[src/rtl/ptimer16_pkg.sv]
package ptimer16_pkg;

  localparam int PS_W = 2;

  typedef enum logic [1:0] {
    REG_CTRL = 2'd0,
    REG_CLO  = 2'd1,
    REG_CHI  = 2'd2,
    REG_FLAG = 2'd3
  } reg_sel_e;

  // Field order is fixed by the host view of the control byte.
  typedef struct packed {
    logic            wide;     // 16-bit coherent access
    logic            src_hi;   // time base select, upper bit
    logic [PS_W-1:0] ps;       // prescale code
    logic            src_lo;   // time base select, lower bit
    logic            nosync;   // bypass external synchronizer
    logic            ext_sel;  // 1 = external input
    logic            run;      // count enable
  } ctrl_t;

endpackage

[src/rtl/ptm_int_div.sv]
module ptm_int_div #(
  parameter int DIV_W = 2
) (
  input  logic clk,
  input  logic rst_n,
  output logic int_tick
);
  logic [DIV_W-1:0] phase_q;

  always_ff @(posedge clk or negedge rst_n) begin
    if (!rst_n) phase_q <= '0;
    else        phase_q <= phase_q + 1'b1;
  end

  assign int_tick = &phase_q;


  int_spacing_chk: assert property (@(posedge clk) disable iff (!rst_n)
    int_tick |=> !int_tick);
endmodule

[src/rtl/ptm_ext_qual.sv]
module ptm_ext_qual #(
  parameter int SYNC_STAGES = 2
) (
  input  logic clk,
  input  logic rst_n,
  input  logic ext_in,
  input  logic bypass,
  input  logic active,
  output logic ext_tick
);
  logic [SYNC_STAGES-1:0] sync_q;
  logic prev_q;
  logic armed_q;
  logic level;
  logic rise_evt;
  logic fall_evt;

  always_ff @(posedge clk or negedge rst_n) begin
    if (!rst_n) begin
      sync_q <= '0;
    end else begin
      sync_q[0] <= ext_in;
      for (int i = 1; i < SYNC_STAGES; i++) sync_q[i] <= sync_q[i-1];
    end
  end

  assign level    = bypass ? ext_in : sync_q[SYNC_STAGES-1];
  assign rise_evt = level & ~prev_q;
  assign fall_evt = ~level & prev_q;

  always_ff @(posedge clk or negedge rst_n) begin
    if (!rst_n) begin
      prev_q  <= 1'b0;
      armed_q <= 1'b0;
    end else begin
      prev_q <= level;
      if (!active)       armed_q <= 1'b0;
      else if (fall_evt) armed_q <= 1'b1;
    end
  end

  assign ext_tick = active & armed_q & rise_evt;


  ext_no_back2back_chk: assert property (@(posedge clk) disable iff (!rst_n)
    ext_tick |=> !ext_tick);

  ext_armed_only_chk: assert property (@(posedge clk) disable iff (!rst_n)
    !active |=> !ext_tick);
endmodule

[src/rtl/ptm_prescale.sv]
module ptm_prescale #(
  parameter int CODE_W = 2
) (
  input  logic              clk,
  input  logic              rst_n,
  input  logic              clear,
  input  logic              tick_in,
  input  logic [CODE_W-1:0] code,
  output logic              tick_out
);
  localparam int CNT_W = (1 << CODE_W) - 1;

  function automatic logic [CNT_W-1:0] div_limit(input logic [CODE_W-1:0] c);
    div_limit = CNT_W'((32'd1 << c) - 32'd1);
  endfunction

  logic [CNT_W-1:0] cnt_q;
  logic             at_limit;

  assign at_limit = cnt_q >= div_limit(code);
  assign tick_out = tick_in & ~clear & at_limit;

  always_ff @(posedge clk or negedge rst_n) begin
    if (!rst_n)       cnt_q <= '0;
    else if (clear)   cnt_q <= '0;
    else if (tick_in) cnt_q <= at_limit ? '0 : cnt_q + 1'b1;
  end


  presc_wrap_chk: assert property (@(posedge clk) disable iff (!rst_n)
    tick_out |=> cnt_q == '0);

  presc_clear_chk: assert property (@(posedge clk) disable iff (!rst_n)
    clear |=> cnt_q == '0);
endmodule

[src/rtl/ptimer16.sv]
module ptimer16
  import ptimer16_pkg::*;
#(
  parameter int BYTE_W      = 8,
  parameter int INT_DIV_W   = 2,
  parameter int SYNC_STAGES = 2
) (
  input  logic              clk,
  input  logic              rst_n,
  input  logic [1:0]        bus_addr,
  input  logic              bus_wr,
  input  logic              bus_rd,
  input  logic [BYTE_W-1:0] bus_wdata,
  output logic [BYTE_W-1:0] bus_rdata,
  input  logic              ext_clk_in,
  input  logic              ccp_clear,
  output logic              irq,
  output logic              cc1_this_timer,
  output logic              cc2_this_timer
);
  localparam int CNT_W = 2 * BYTE_W;

  function automatic logic [CNT_W-1:0] bump(input logic [CNT_W-1:0] v);
    bump = v + 1'b1;
  endfunction

  function automatic logic at_top(input logic [CNT_W-1:0] v);
    at_top = &v;
  endfunction

  ctrl_t              ctrl_q;
  logic [CNT_W-1:0]   count_q;
  logic [BYTE_W-1:0]  hbuf_q;
  logic               flag_q;

  logic ctl_wr, lo_wr, hi_wr, flg_wr, lo_rd;
  logic cnt_load;
  logic int_tick, ext_tick, src_tick, presc_tick;
  logic wrap_evt;

  assign ctl_wr   = bus_wr && (bus_addr == REG_CTRL);
  assign lo_wr    = bus_wr && (bus_addr == REG_CLO);
  assign hi_wr    = bus_wr && (bus_addr == REG_CHI);
  assign flg_wr   = bus_wr && (bus_addr == REG_FLAG);
  assign lo_rd    = bus_rd && (bus_addr == REG_CLO);
  assign cnt_load = lo_wr | hi_wr;

  ptm_int_div #(.DIV_W(INT_DIV_W)) u_int (
    .clk      (clk),
    .rst_n    (rst_n),
    .int_tick (int_tick)
  );

  ptm_ext_qual #(.SYNC_STAGES(SYNC_STAGES)) u_ext (
    .clk      (clk),
    .rst_n    (rst_n),
    .ext_in   (ext_clk_in),
    .bypass   (ctrl_q.nosync),
    .active   (ctrl_q.run & ctrl_q.ext_sel),
    .ext_tick (ext_tick)
  );

  assign src_tick = ctrl_q.run & (ctrl_q.ext_sel ? ext_tick : int_tick);

  ptm_prescale #(.CODE_W(PS_W)) u_ps (
    .clk      (clk),
    .rst_n    (rst_n),
    .clear    (cnt_load),
    .tick_in  (src_tick),
    .code     (ctrl_q.ps),
    .tick_out (presc_tick)
  );

  assign wrap_evt = presc_tick & ~ccp_clear & at_top(count_q);

  always_ff @(posedge clk or negedge rst_n) begin
    if (!rst_n) ctrl_q <= '0;
    else if (ctl_wr) ctrl_q <= ctrl_t'(bus_wdata[7:0]);
  end

  always_ff @(posedge clk or negedge rst_n) begin
    if (!rst_n) begin
      count_q <= '0;
    end else if (lo_wr) begin
      count_q <= ctrl_q.wide ? {hbuf_q, bus_wdata}
                             : {count_q[CNT_W-1:BYTE_W], bus_wdata};
    end else if (hi_wr && !ctrl_q.wide) begin
      count_q <= {bus_wdata, count_q[BYTE_W-1:0]};
    end else if (ccp_clear) begin
      count_q <= '0;
    end else if (presc_tick) begin
      count_q <= bump(count_q);
    end
  end

  always_ff @(posedge clk or negedge rst_n) begin
    if (!rst_n) hbuf_q <= '0;
    else if (ctrl_q.wide && hi_wr) hbuf_q <= bus_wdata;
    else if (ctrl_q.wide && lo_rd) hbuf_q <= count_q[CNT_W-1:BYTE_W];
  end

  always_ff @(posedge clk or negedge rst_n) begin
    if (!rst_n)        flag_q <= 1'b0;
    else if (wrap_evt) flag_q <= 1'b1;
    else if (flg_wr)   flag_q <= bus_wdata[0];
  end

  always_comb begin
    unique case (bus_addr)
      REG_CTRL: bus_rdata = BYTE_W'(ctrl_q);
      REG_CLO:  bus_rdata = count_q[BYTE_W-1:0];
      REG_CHI:  bus_rdata = ctrl_q.wide ? hbuf_q : count_q[CNT_W-1:BYTE_W];
      default:  bus_rdata = BYTE_W'(flag_q);
    endcase
  end

  assign irq            = flag_q;
  assign cc1_this_timer = ctrl_q.src_hi;
  assign cc2_this_timer = ctrl_q.src_hi | ctrl_q.src_lo;


  ovf_set_chk: assert property (@(posedge clk) disable iff (!rst_n)
    wrap_evt |=> irq);

  flag_sticky_chk: assert property (@(posedge clk) disable iff (!rst_n)
    irq && !flg_wr |=> irq);

  ccp_clear_chk: assert property (@(posedge clk) disable iff (!rst_n)
    ccp_clear && !cnt_load |=> count_q == '0);

  hold_when_off_chk: assert property (@(posedge clk) disable iff (!rst_n)
    !ctrl_q.run && !cnt_load && !ccp_clear |=> $stable(count_q));

  sel_nesting_chk: assert property (@(posedge clk) disable iff (!rst_n)
    cc1_this_timer |-> cc2_this_timer);

  wide_hi_wr_chk: assert property (@(posedge clk) disable iff (!rst_n)
    ctrl_q.wide && hi_wr && !ccp_clear && !presc_tick |=> $stable(count_q));
endmodule

[config.mk]
export PLATFORM = sky130hd
export DESIGN_NAME = ptimer16
export DESIGN_NICKNAME = d
export VERILOG_FILES = /design/src/rtl/ptimer16_pkg.sv /design/src/rtl/ptm_int_div.sv /design/src/rtl/ptm_ext_qual.sv /design/src/rtl/ptm_prescale.sv /design/src/rtl/ptimer16.sv
export SDC_FILE = /design/constraint.sdc
export NUM_CORES = 1
export LEC_CHECK = 0
export ABC_AREA = 1
export CORE_MARGIN = 2
export CORE_UTILIZATION = 49
export DETAILED_ROUTE_END_ITERATION = 8
export MAX_ROUTING_LAYER = met4
export PLACE_DENSITY = 0.7
export SKIP_CTS_REPAIR_TIMING = 1
export SLEW_MARGIN = 10
export SYNTH_ARGS = -nofsm -noshare
export SYNTH_HDL_FRONTEND = slang
export SYNTH_SLANG_ARGS = --single-unit
[constraint.sdc]
create_clock -name clk -period 3.1 [get_ports clk]
set_clock_uncertainty 0.1 [all_clocks]
set_input_delay 0.93 -clock clk [delete_from_list [all_inputs] [get_ports clk]]
set_output_delay 0.93 -clock clk [all_outputs]
set_load 0.05 [all_outputs]
==> impl_results.md, run 1 <==
* Critical path's largest stage delay at 0.20 ns
* Switching share of power at 0.396
* Crit. Startpoint: bus_addr[1]
* CP Data Arrival Time at approximately 2.0 ns
* Critical path depth in cells at 7
* Power density cells at approximately 530 nW/um^2
* DRT antenna net count at 0
* # diodes at 0
* FILL cells at 502
* Core ar. at around 5400 um^2
* Share of layout cells above drive strength 1 at 0.135
* Initial Util at 0.504
* Period minus WS final at approximately 3 ns
* I/O pins at 27
* Syn nets at around 410
* Final worst setup slack at ~0.094 ns
* Post-Syn Area at roughly 2700 um^2
* Die Ht at roughly 79 um
* Most used cell, CP: buf_4
* Yosys cell types at 37
* Initial antenna violation count at 0
* Type of the worst min-delay path: reg -> reg
* CP endpoint kind: primary output
* CTS buffer count at 5
* Hold Fails Final Rpt at 0
* Reg area at 1050 um^2
* Leakage power at around 1.6 nW
* Finish-stage setup viols at 0
* Synth top area cells: dfrtp_1 (38%), nand2_1 (15%), nand3_1 (6.9%)
* Worst VDD drop at ~0.29 mV
* DR vias at ~2.8k
* CTS root buf: clkbuf_8
* Outcome: finished, final reports clean
* Worst Max-Slew Pin Slew at roughly 0.50 ns
* Register share of total power at 0.446
* WL final at about 8000 um
* Peak Freq at ~0.33 GHz
* Most frequent cells after synthesis: nand2_1 (110), inv_1 (44), dfrtp_1 (42), nand3_1 (38), nor2_1 (33)
* First-iteration detailed-routing DRC count at 341
* Clk slew on worst S/H paths at around 0.080 ns
* Drt first pass iters at 5
* End-of-flow core utilization at 0.615
* Clk network pwr share at 0.208
* Mean Syn Cell Area at about 7.0 um^2
* Gp weighted congestion at 0.978
* #FFs+latches synth at 42
* Seq/Total Area, Yosys at 0.383
* H-tree levels at 2
* CTS tree: done
* Syn Inst Count at between 300 and 400
* Die area at approximately 6200 um^2
* Slowest cell on crit path: o221ai_1
* Crit Path Class: in -> out
* Reg2reg start: ctrl_q[5]$_DFFE_PN0P_
* Post-synth EDFFs at 0
* Final setup TNS at 0 ns
* Tot GR Track Use at 0.297
* Layout net count at roughly 450
* First-pass GRT wire length at between 10000 and 15000 um
* RSZ-0062 raised after global routing: no
* IO buf count at 26
* Total power at 1.78 mW
* Switching pwr at roughly 0.71 mW
* P&R area growth vs syn at 22.0%
* RR Endpoint: count_q[5]$_DFFE_PN0P_
* Cell taking the most area after synthesis: dfrtp_1
* WL/cell at ~16 um
* Clk_lat worst skew at ~0.30 ns
* Area occupied by multi-input gates at about 1500 um^2
* Critical path peak fanout at 4
* Required time worst endpoint at a little over 2 ns
* Normalized max-slew margin at 0.668
* Cell Count, Final, Fillers Out at 502
* Crit start category: input port
* Site Rows at 27
* Top-area cell type share of the netlist area at 0.383
* Period utilization at 0.970
* Vias in the first global route at ~2.6k
* Via-per-instance ratio at ~5.5
* CP endpoint: bus_rdata[4]
* Crit-path leading delay family: buffers and inverters
* Max clock buf depth at 2
* Max_cap viols at 0
* Place WS at -0.244 ns
* Fin. max-slew vios at 0
* Pint at around 1.1 mW
* Warnings from Yosys at 0
* Most common cell in the netlist: nand2_1
* Worst path bufs/invs at 5
* Placed insts at 494
* Primary FF master, synth: dfrtp_1
* Chip width at ~79 um
* Detail Placement HPWL at 6340 um
* Register-to-Register Path Depth at 9
* Logic pwr share at 0.346
* GRT overflow at 0
* Worst path cell trace: dlymetal6s2s_1 > buf_4 > nor2_4 > inv_1 > o221ai_1 > buf_4 > buf_12
* DRC at 0
* Clock sinks at 42
* Largest net degree at the start of global routing at 29
* Register-to-register setup slack at 0.98 ns
* Ys async rst share at 1.00
-- how the worst min path moves through the flow --
stage	end	from	slack, ns	cells past startpoint
floorplan	u_ext.sync_q[1]$_DFF_PN0_	u_ext.sync_q[0]$_DFF_PN0_	0.23	0
global placement	u_ext.sync_q[1]$_DFF_PN0_	u_ext.sync_q[0]$_DFF_PN0_	0.23	0
detailed placement	u_ext.sync_q[1]$_DFF_PN0_	u_ext.sync_q[0]$_DFF_PN0_	0.24	0
CTS	u_ext.sync_q[1]$_DFF_PN0_	u_ext.sync_q[0]$_DFF_PN0_	0.26	0
global route	u_ext.sync_q[1]$_DFF_PN0_	u_ext.sync_q[0]$_DFF_PN0_	0.28	0
finish	u_ext.sync_q[1]$_DFF_PN0_	u_ext.sync_q[0]$_DFF_PN0_	0.25	0
-- power by group through the flow --
stage,logic (mW),clock network [mW],registers [mW]
2_1_floorplan,0.375,0,0.752
3_3_place_gp,0.603,0,0.799
3_5_place_dp,0.615,0,0.796
4_1_cts,0.615,0.384,0.789
5_1_grt,0.682,0.409,0.805
6_report,0.617,0.370,0.794
-- registers in the layout (all words and copies together), names as in the netlist --
register,flops
irq,1
count_q,16
ctrl_q,7
u_ps.cnt_q,3
u_ext.prev_q,1
u_int.phase_q,2
u_ext.armed_q,1
hbuf_q,8
u_ext.sync_q,2
cc1_this_timer,1
-- worst reg2reg max path, delay by kind of cell, from the launching register on --
kind | cells | cell delay (ns)
AND/OR/NAND/NOR | 7 | 1.14
AO/OA/AOI/OAI | 1 | 0.05
flip-flops | 1 | 0.44
adder cells (fa/ha/maj) | 1 | 0.27
-- layout by cell type, fill, tap and decap left out, types with 4 or more instances in the layout --
cell / instances
dfrtp_1: 42
nand2_1: 110
ha_1: 6
clkbuf_8: 6
o21ai_1: 6
o221ai_1: 5
a21oi_1: 15
o21ai_2: 4
nor2_2: 4
inv_2: 5
nor2_1: 33
nand3_1: 38
o21ai_0: 32
buf_12: 8
buf_4: 15
clkdlybuf4s50_1: 15
inv_1: 44
nand2_2: 4
-- final cells by class --
class	instances	area share
multi-input cells	290	0.440
flip-flops and latches	42	0.314
repair buffers	41	0.135
inverters	49	0.0550
well taps	72	0.0269
clock buffers	6	0.0247
clock inverters	2	0.00374
-- per-stage QoR --
step	area, um^2	hold WS (ns)
detailed placement	3240	0.238
CTS	3330	0.256
global route	3340	0.276
global placement	3240	0.234
finish	3340	0.254
floorplan	2740	0.231
-- logic make-up after synthesis --
family          Yosys count  synth area share
mux                       1           0.00365
fa+ha+maj                 6            0.0274
buf+inv                  57            0.0822
flops                    42             0.383
xor+xnor                  5            0.0160
compound gates           76             0.162
simple gates            202             0.325
-- per-layer routing --
layer / track usage / routed length, um / part of all wire
met1: 0.389 / 3610 / 0.44
met2: 0.451 / 3810 / 0.46
met3: 0.0523 / 584 / 0.071
met4: 0.137 / 240 / 0.029
met5: - / 0 / 0
(Power assumes the default switching activity.)
==> run 2: changes to the inputs <==
--- a/config.mk
+++ b/config.mk
@@ -8,9 +8,10 @@
 export ABC_AREA = 1
 export CORE_MARGIN = 2
 export CORE_UTILIZATION = 49
+export CTS_CLUSTER_SIZE = 16
 export DETAILED_ROUTE_END_ITERATION = 8
 export MAX_ROUTING_LAYER = met4
-export PLACE_DENSITY = 0.7
+export PLACE_DENSITY_LB_ADDON = 0.15
 export SKIP_CTS_REPAIR_TIMING = 1
 export SLEW_MARGIN = 10
 export SYNTH_ARGS = -nofsm -noshare
==> impl_results.md, run 2 (synthesis results as in run 1) <==
* Outcome: finished, final reports clean
* Finish-stage setup viols at 0
* Initial Util at 0.504
* Switching pwr at 0.726 mW
* DRC at 0
* Share of layout cells above drive strength 1 at 0.133
* Final worst setup slack at 0.0633 ns
* Fin. max-slew vios at 0
* Placed insts at 493
* P&R area growth vs syn at 21.6%
* Logic pwr share at 0.347
* Most common cell after layout, fill and taps aside: nand2_1
* Area occupied by multi-input gates at approximately 1500 um^2
* Required time worst endpoint at 2.07 ns
* Initial antenna violation count at 0
* Chip width at 78.8 um
* Site Rows at 27
* Place WS at -0.245 ns
* Highest-count cells in the layout ignoring fill and taps: nand2_1 (110), inv_1 (44), dfrtp_1 (42)
* Power density cells at 535 nW/um^2
* DRT antenna net count at 0
* Type of the worst min-delay path: reg -> reg
* Crit start category: input port
* First-pass GRT wire length at 13500 um
* Largest registers: count_q x16, hbuf_q x8, ctrl_q x7
* Max reg flops at 16
* Normalized max-slew margin at 0.653
* Gp weighted congestion at 0.966
* Die Ht at 78.8 um
* Layout net count at between 400 and 500
* Drt first pass iters at 5
* H-tree levels at 2
* Clock sinks at 42
* CTS buffer count at 5
* Die area at 6210 um^2
* DR vias at 2782
* IO buf count at 26
* Placed inst area at around 3200 um^2
* I/O pins at 27
* Clk slew on worst S/H paths at 0.09 ns
* # diodes at 0
* Cell Count, Final, Fillers Out at roughly 500
* CP endpoint kind: primary output
* Pint at approximately 1.1 mW
* GRT overflow at 0
* WL final at 8480 um
* RSZ-0062 raised after global routing: no
* Tot GR Track Use at 0.300
* Critical path peak fanout at 6
* Post-route cell area at around 3300 um^2
* Clk_lat worst skew at around 0.31 ns
* Via-per-instance ratio at around 5.6
* Register-to-register setup slack at 0.98 ns
* Period utilization at 0.980
* CTS tree: done
* Worst Hold Slack at roughly 0.26 ns
* Largest net degree at the start of global routing at 31
* Clk network pwr share at 0.213
* Leakage power at roughly 1.6 nW
* CTS root buf: clkbuf_8
* CP Data Arrival Time at around 2 ns
* Switching share of power at 0.407
* Worst Max-Slew Pin Slew at around 0.52 ns
* Core ar. at between 5000 and 6000 um^2
* Max_cap viols at 0
* Peak Freq at between 0.3 and 0.4 GHz
* Detail Placement HPWL at roughly 6500 um
* Max clock buf depth at 2
* Vias in the first global route at around 2.6k
* Crit Path Class: in -> out
* FILL cells at just over 500
* Register share of total power at 0.441
* Reg area at 1050 um^2
* Period minus WS final at around 3 ns
* Worst VDD drop at 0.238 mV
* WL/cell at 16.9 um
* Final setup TNS at 0 ns
* Largest register by flop count: count_q
* Hold Fails Final Rpt at 0
* First-iteration detailed-routing DRC count at about 250
run 2: cell types whose count changed in the layout (fill, tap and decap cells not counted), sizes merged:
cell    delta
inv        +1
buf        -1
clkbuf     -1
run 2: power by group through the flow:
| stage | Combinational, mW | Clock [mW] | Sequential, mW |
|---|---|---|---|
| floorplan | 0.375 | 0 | 0.752 |
| global placement | 0.605 | 0 | 0.793 |
| detailed placement | 0.614 | 0 | 0.792 |
| CTS | 0.617 | 0.390 | 0.783 |
| global route | 0.678 | 0.406 | 0.800 |
| finish | 0.618 | 0.379 | 0.786 |
run 2: cell type report:
class | count | share of cell area
repair buffers | 40 | 0.134
well taps | 72 | 0.0270
clock buffers | 5 | 0.0206
multi-input cells | 290 | 0.441
flip-flops and latches | 42 | 0.315
inverters | 49 | 0.0552
clock inverters | 3 | 0.00750
run 2: through the flow:
step	total power, mW	util
after floorplan	1.13	-
after global placement	1.40	0.594
after detailed placement	1.41	0.594
after CTS	1.79	0.611
after global routing	1.88	0.613
final	1.78	0.613
run 2: critical path: stages:
cell            delay, ns
dlymetal6s2s_1       0.20
nor2_4               0.18
o21ai_0              0.11
a21oi_1              0.19
a21oi_1              0.09
nand3_1              0.15
buf_12               0.15
run 2: final timing paths:
check                                             to  depth (start not counted)                       from
max                                     bus_rdata[0]                          7                bus_addr[0]
min in group asynchronous      ctrl_q[2]$_DFFE_PN0P_                          1                      rst_n
min reg2reg                u_ext.sync_q[1]$_DFF_PN0_                          0  u_ext.sync_q[0]$_DFF_PN0_
min                        u_ext.sync_q[1]$_DFF_PN0_                          0  u_ext.sync_q[0]$_DFF_PN0_
max reg2reg                   count_q[3]$_DFFE_PN0P_                          9      ctrl_q[5]$_DFFE_PN0P_
max in group asynchronous      hbuf_q[7]$_DFFE_PN0P_                          2                      rst_n
run 2: per-layer routing:
metal,vias to the layer above,global-route usage,wire length [um]
li1,1355,-,-
met5,-,-,0
met2,117,0.502,4180
met4,0,0.0842,166
met1,1295,0.385,3530
met3,15,0.0398,597
==> run 3: changes to the inputs <==
--- a/config.mk
+++ b/config.mk
@@ -6,8 +6,10 @@
 export NUM_CORES = 1
 export LEC_CHECK = 0
 export ABC_AREA = 1
+export CELL_PAD_IN_SITES_DETAIL_PLACEMENT = 0
+export CELL_PAD_IN_SITES_GLOBAL_PLACEMENT = 1
 export CORE_MARGIN = 2
-export CORE_UTILIZATION = 49
+export CORE_UTILIZATION = 45
 export CTS_CLUSTER_SIZE = 16
 export DETAILED_ROUTE_END_ITERATION = 8
 export MAX_ROUTING_LAYER = met4
==> impl_results.md, run 3 (synthesis results as in run 1) <==
* Period utilization at 0.978
* Place WS at -0.281 ns
* Layout net count at between 400 and 500
* Drt first pass iters at 6
* Clk_lat worst skew at 0.29 ns
* Worst VDD drop at ~0.34 mV
* Critical path peak fanout at 5
* Largest registers: count_q x16, hbuf_q x8, ctrl_q x7
* Type of the worst min-delay path: reg -> reg
* Share of layout cells above drive strength 1 at 0.127
* Vias in the first global route at 2635
* Required time worst endpoint at slightly above 2 ns
* GRT overflow at 0
* CTS buffer count at 5
* Hold path start: u_ext.sync_q[0]$_DFF_PN0_
* Tot GR Track Use at 0.274
* Via-per-instance ratio at between 5 and 6
* IO buf count at 26
* Clock sinks at 42
* Power density cells at approximately 530 nW/um^2
* Leakage power at between 1.5 and 2 nW
* Hold Fails Final Rpt at 0
* RSZ-0062 raised after global routing: no
* Site Rows at 28
* Largest register by flop count: count_q
* Fin. max-slew vios at 0
* Worst Max-Slew Pin Slew at approximately 0.54 ns
* Peak Freq at 0.330 GHz
* CTS tree: done
* Highest-count cells in the layout ignoring fill and taps: nand2_1 (110), inv_1 (43), dfrtp_1 (42)
* RR Endpoint: count_q[4]$_DFFE_PN0P_
* Detail Placement HPWL at between 6000 and 7000 um
* Largest net degree at the start of global routing at 43
* WL final at 8190 um
* I/O pins at 27
* Worst Hold Slack at between 0.2 and 0.3 ns
* Die area at about 6700 um^2
* H-tree levels at 2
* Initial antenna violation count at 0
* Outcome: finished, final reports clean
* Reg2reg start: ctrl_q[5]$_DFFE_PN0P_
* Finish-stage setup viols at 0
* Initial Util at 0.463
* First-pass GRT wire length at around 13000 um
* Total power at around 1.7 mW
* WL/cell at roughly 16 um
* Register-to-Register Path Depth at 9
* Most common cell after layout, fill and taps aside: nand2_1
* End-of-flow core utilization at 0.558
* Crit Path Class: in -> out
* Period minus WS final at 3.03 ns
* Final worst setup slack at 0.0673 ns
* Max_cap viols at 0
* DR vias at 2776
* Clk slew on worst S/H paths at ~0.080 ns
* Max reg flops at 16
* Register-to-register setup slack at just over 1 ns
* Hold endpoint: u_ext.sync_q[1]$_DFF_PN0_
* Normalized max-slew margin at 0.638
* Die Ht at 82.1 um
* DRC at 0
* Gp weighted congestion at a little under 1
* Crit start category: input port
* P&R area growth vs syn at 20.6%
* CP endpoint kind: primary output
* # diodes at 0
* Max clock buf depth at 2
* CP Data Arrival Time at roughly 2 ns
* DRT antenna net count at 0
* Chip width at ~82 um
* First-iteration detailed-routing DRC count at around 260
* Core ar. at 5920 um^2
* CTS root buf: clkbuf_8
* Hold depth at 0
==> run 3: cell count changes in the layout (fill, tap and decap cells not counted) <==
cell	change
buf_4	-3
clkinv_2	+2
clkinv_4	-1
clkinvlp_4	-1
inv_1	-1
inv_2	+1
inv_6	-1
nor2_2	-1
nor2_4	+1
==> run 3: final cells by class <==
class,instances,area (um^2)
Tap cell,75,93.8
Timing Repair Buffer,37,423
Multi-Input combinational cell,290,1480
Inverter,49,184
Clock inverter,2,10.0
Sequential cell,42,1050
Fill cell,591,2620
Clock buffer,5,68.8
==> run 3: worst max-delay path by stage <==
stage	startpoint	cells after the start	to	slack [ns]
2_1_floorplan	bus_addr[1]	4	bus_rdata[3]	0.06
3_3_place_gp	bus_addr[0]	6	bus_rdata[6]	-0.25
3_5_place_dp	bus_addr[0]	7	bus_rdata[2]	-0.28
4_1_cts	bus_addr[0]	7	bus_rdata[2]	-0.29
5_1_grt	ctrl_q[7]$_DFFE_PN0P_	6	bus_rdata[0]	0.008
6_report	bus_addr[0]	7	bus_rdata[3]	0.07
==> run 3: critical path: stages <==
cell and delay, ns:
dlymetal6s2s_1 0.27, inv_2 0.10, nor2_4 0.11, inv_1 0.07, o221ai_1 0.23, buf_4 0.17, buf_12 0.12
==> run 3: metal layers <==
layer / GRT usage / part of all wire / vias to the layer above
met5: - / 0 / -
met4: 0.0783 / 0.017 / 0
met3: 0.0593 / 0.079 / 15
met2: 0.426 / 0.46 / 120
met1: 0.359 / 0.45 / 1295
li1: - / - / 1346
==> run 3: stage by stage <==
stage | instances | TNS, ns | cell area (um^2)
floorplan | 389 | 0 | 2740
global placement | 493 | -1.91 | 3210
detailed placement | 493 | -2.04 | 3210
CTS | 500 | -2.19 | 3290
global route | 500 | 0 | 3310
finish | 500 | 0 | 3310
==> run 3: report_power, final <==
part / internal (mW) / switching [mW]
registers: 0.652 / 0.129
logic: 0.243 / 0.367
clock network: 0.152 / 0.194
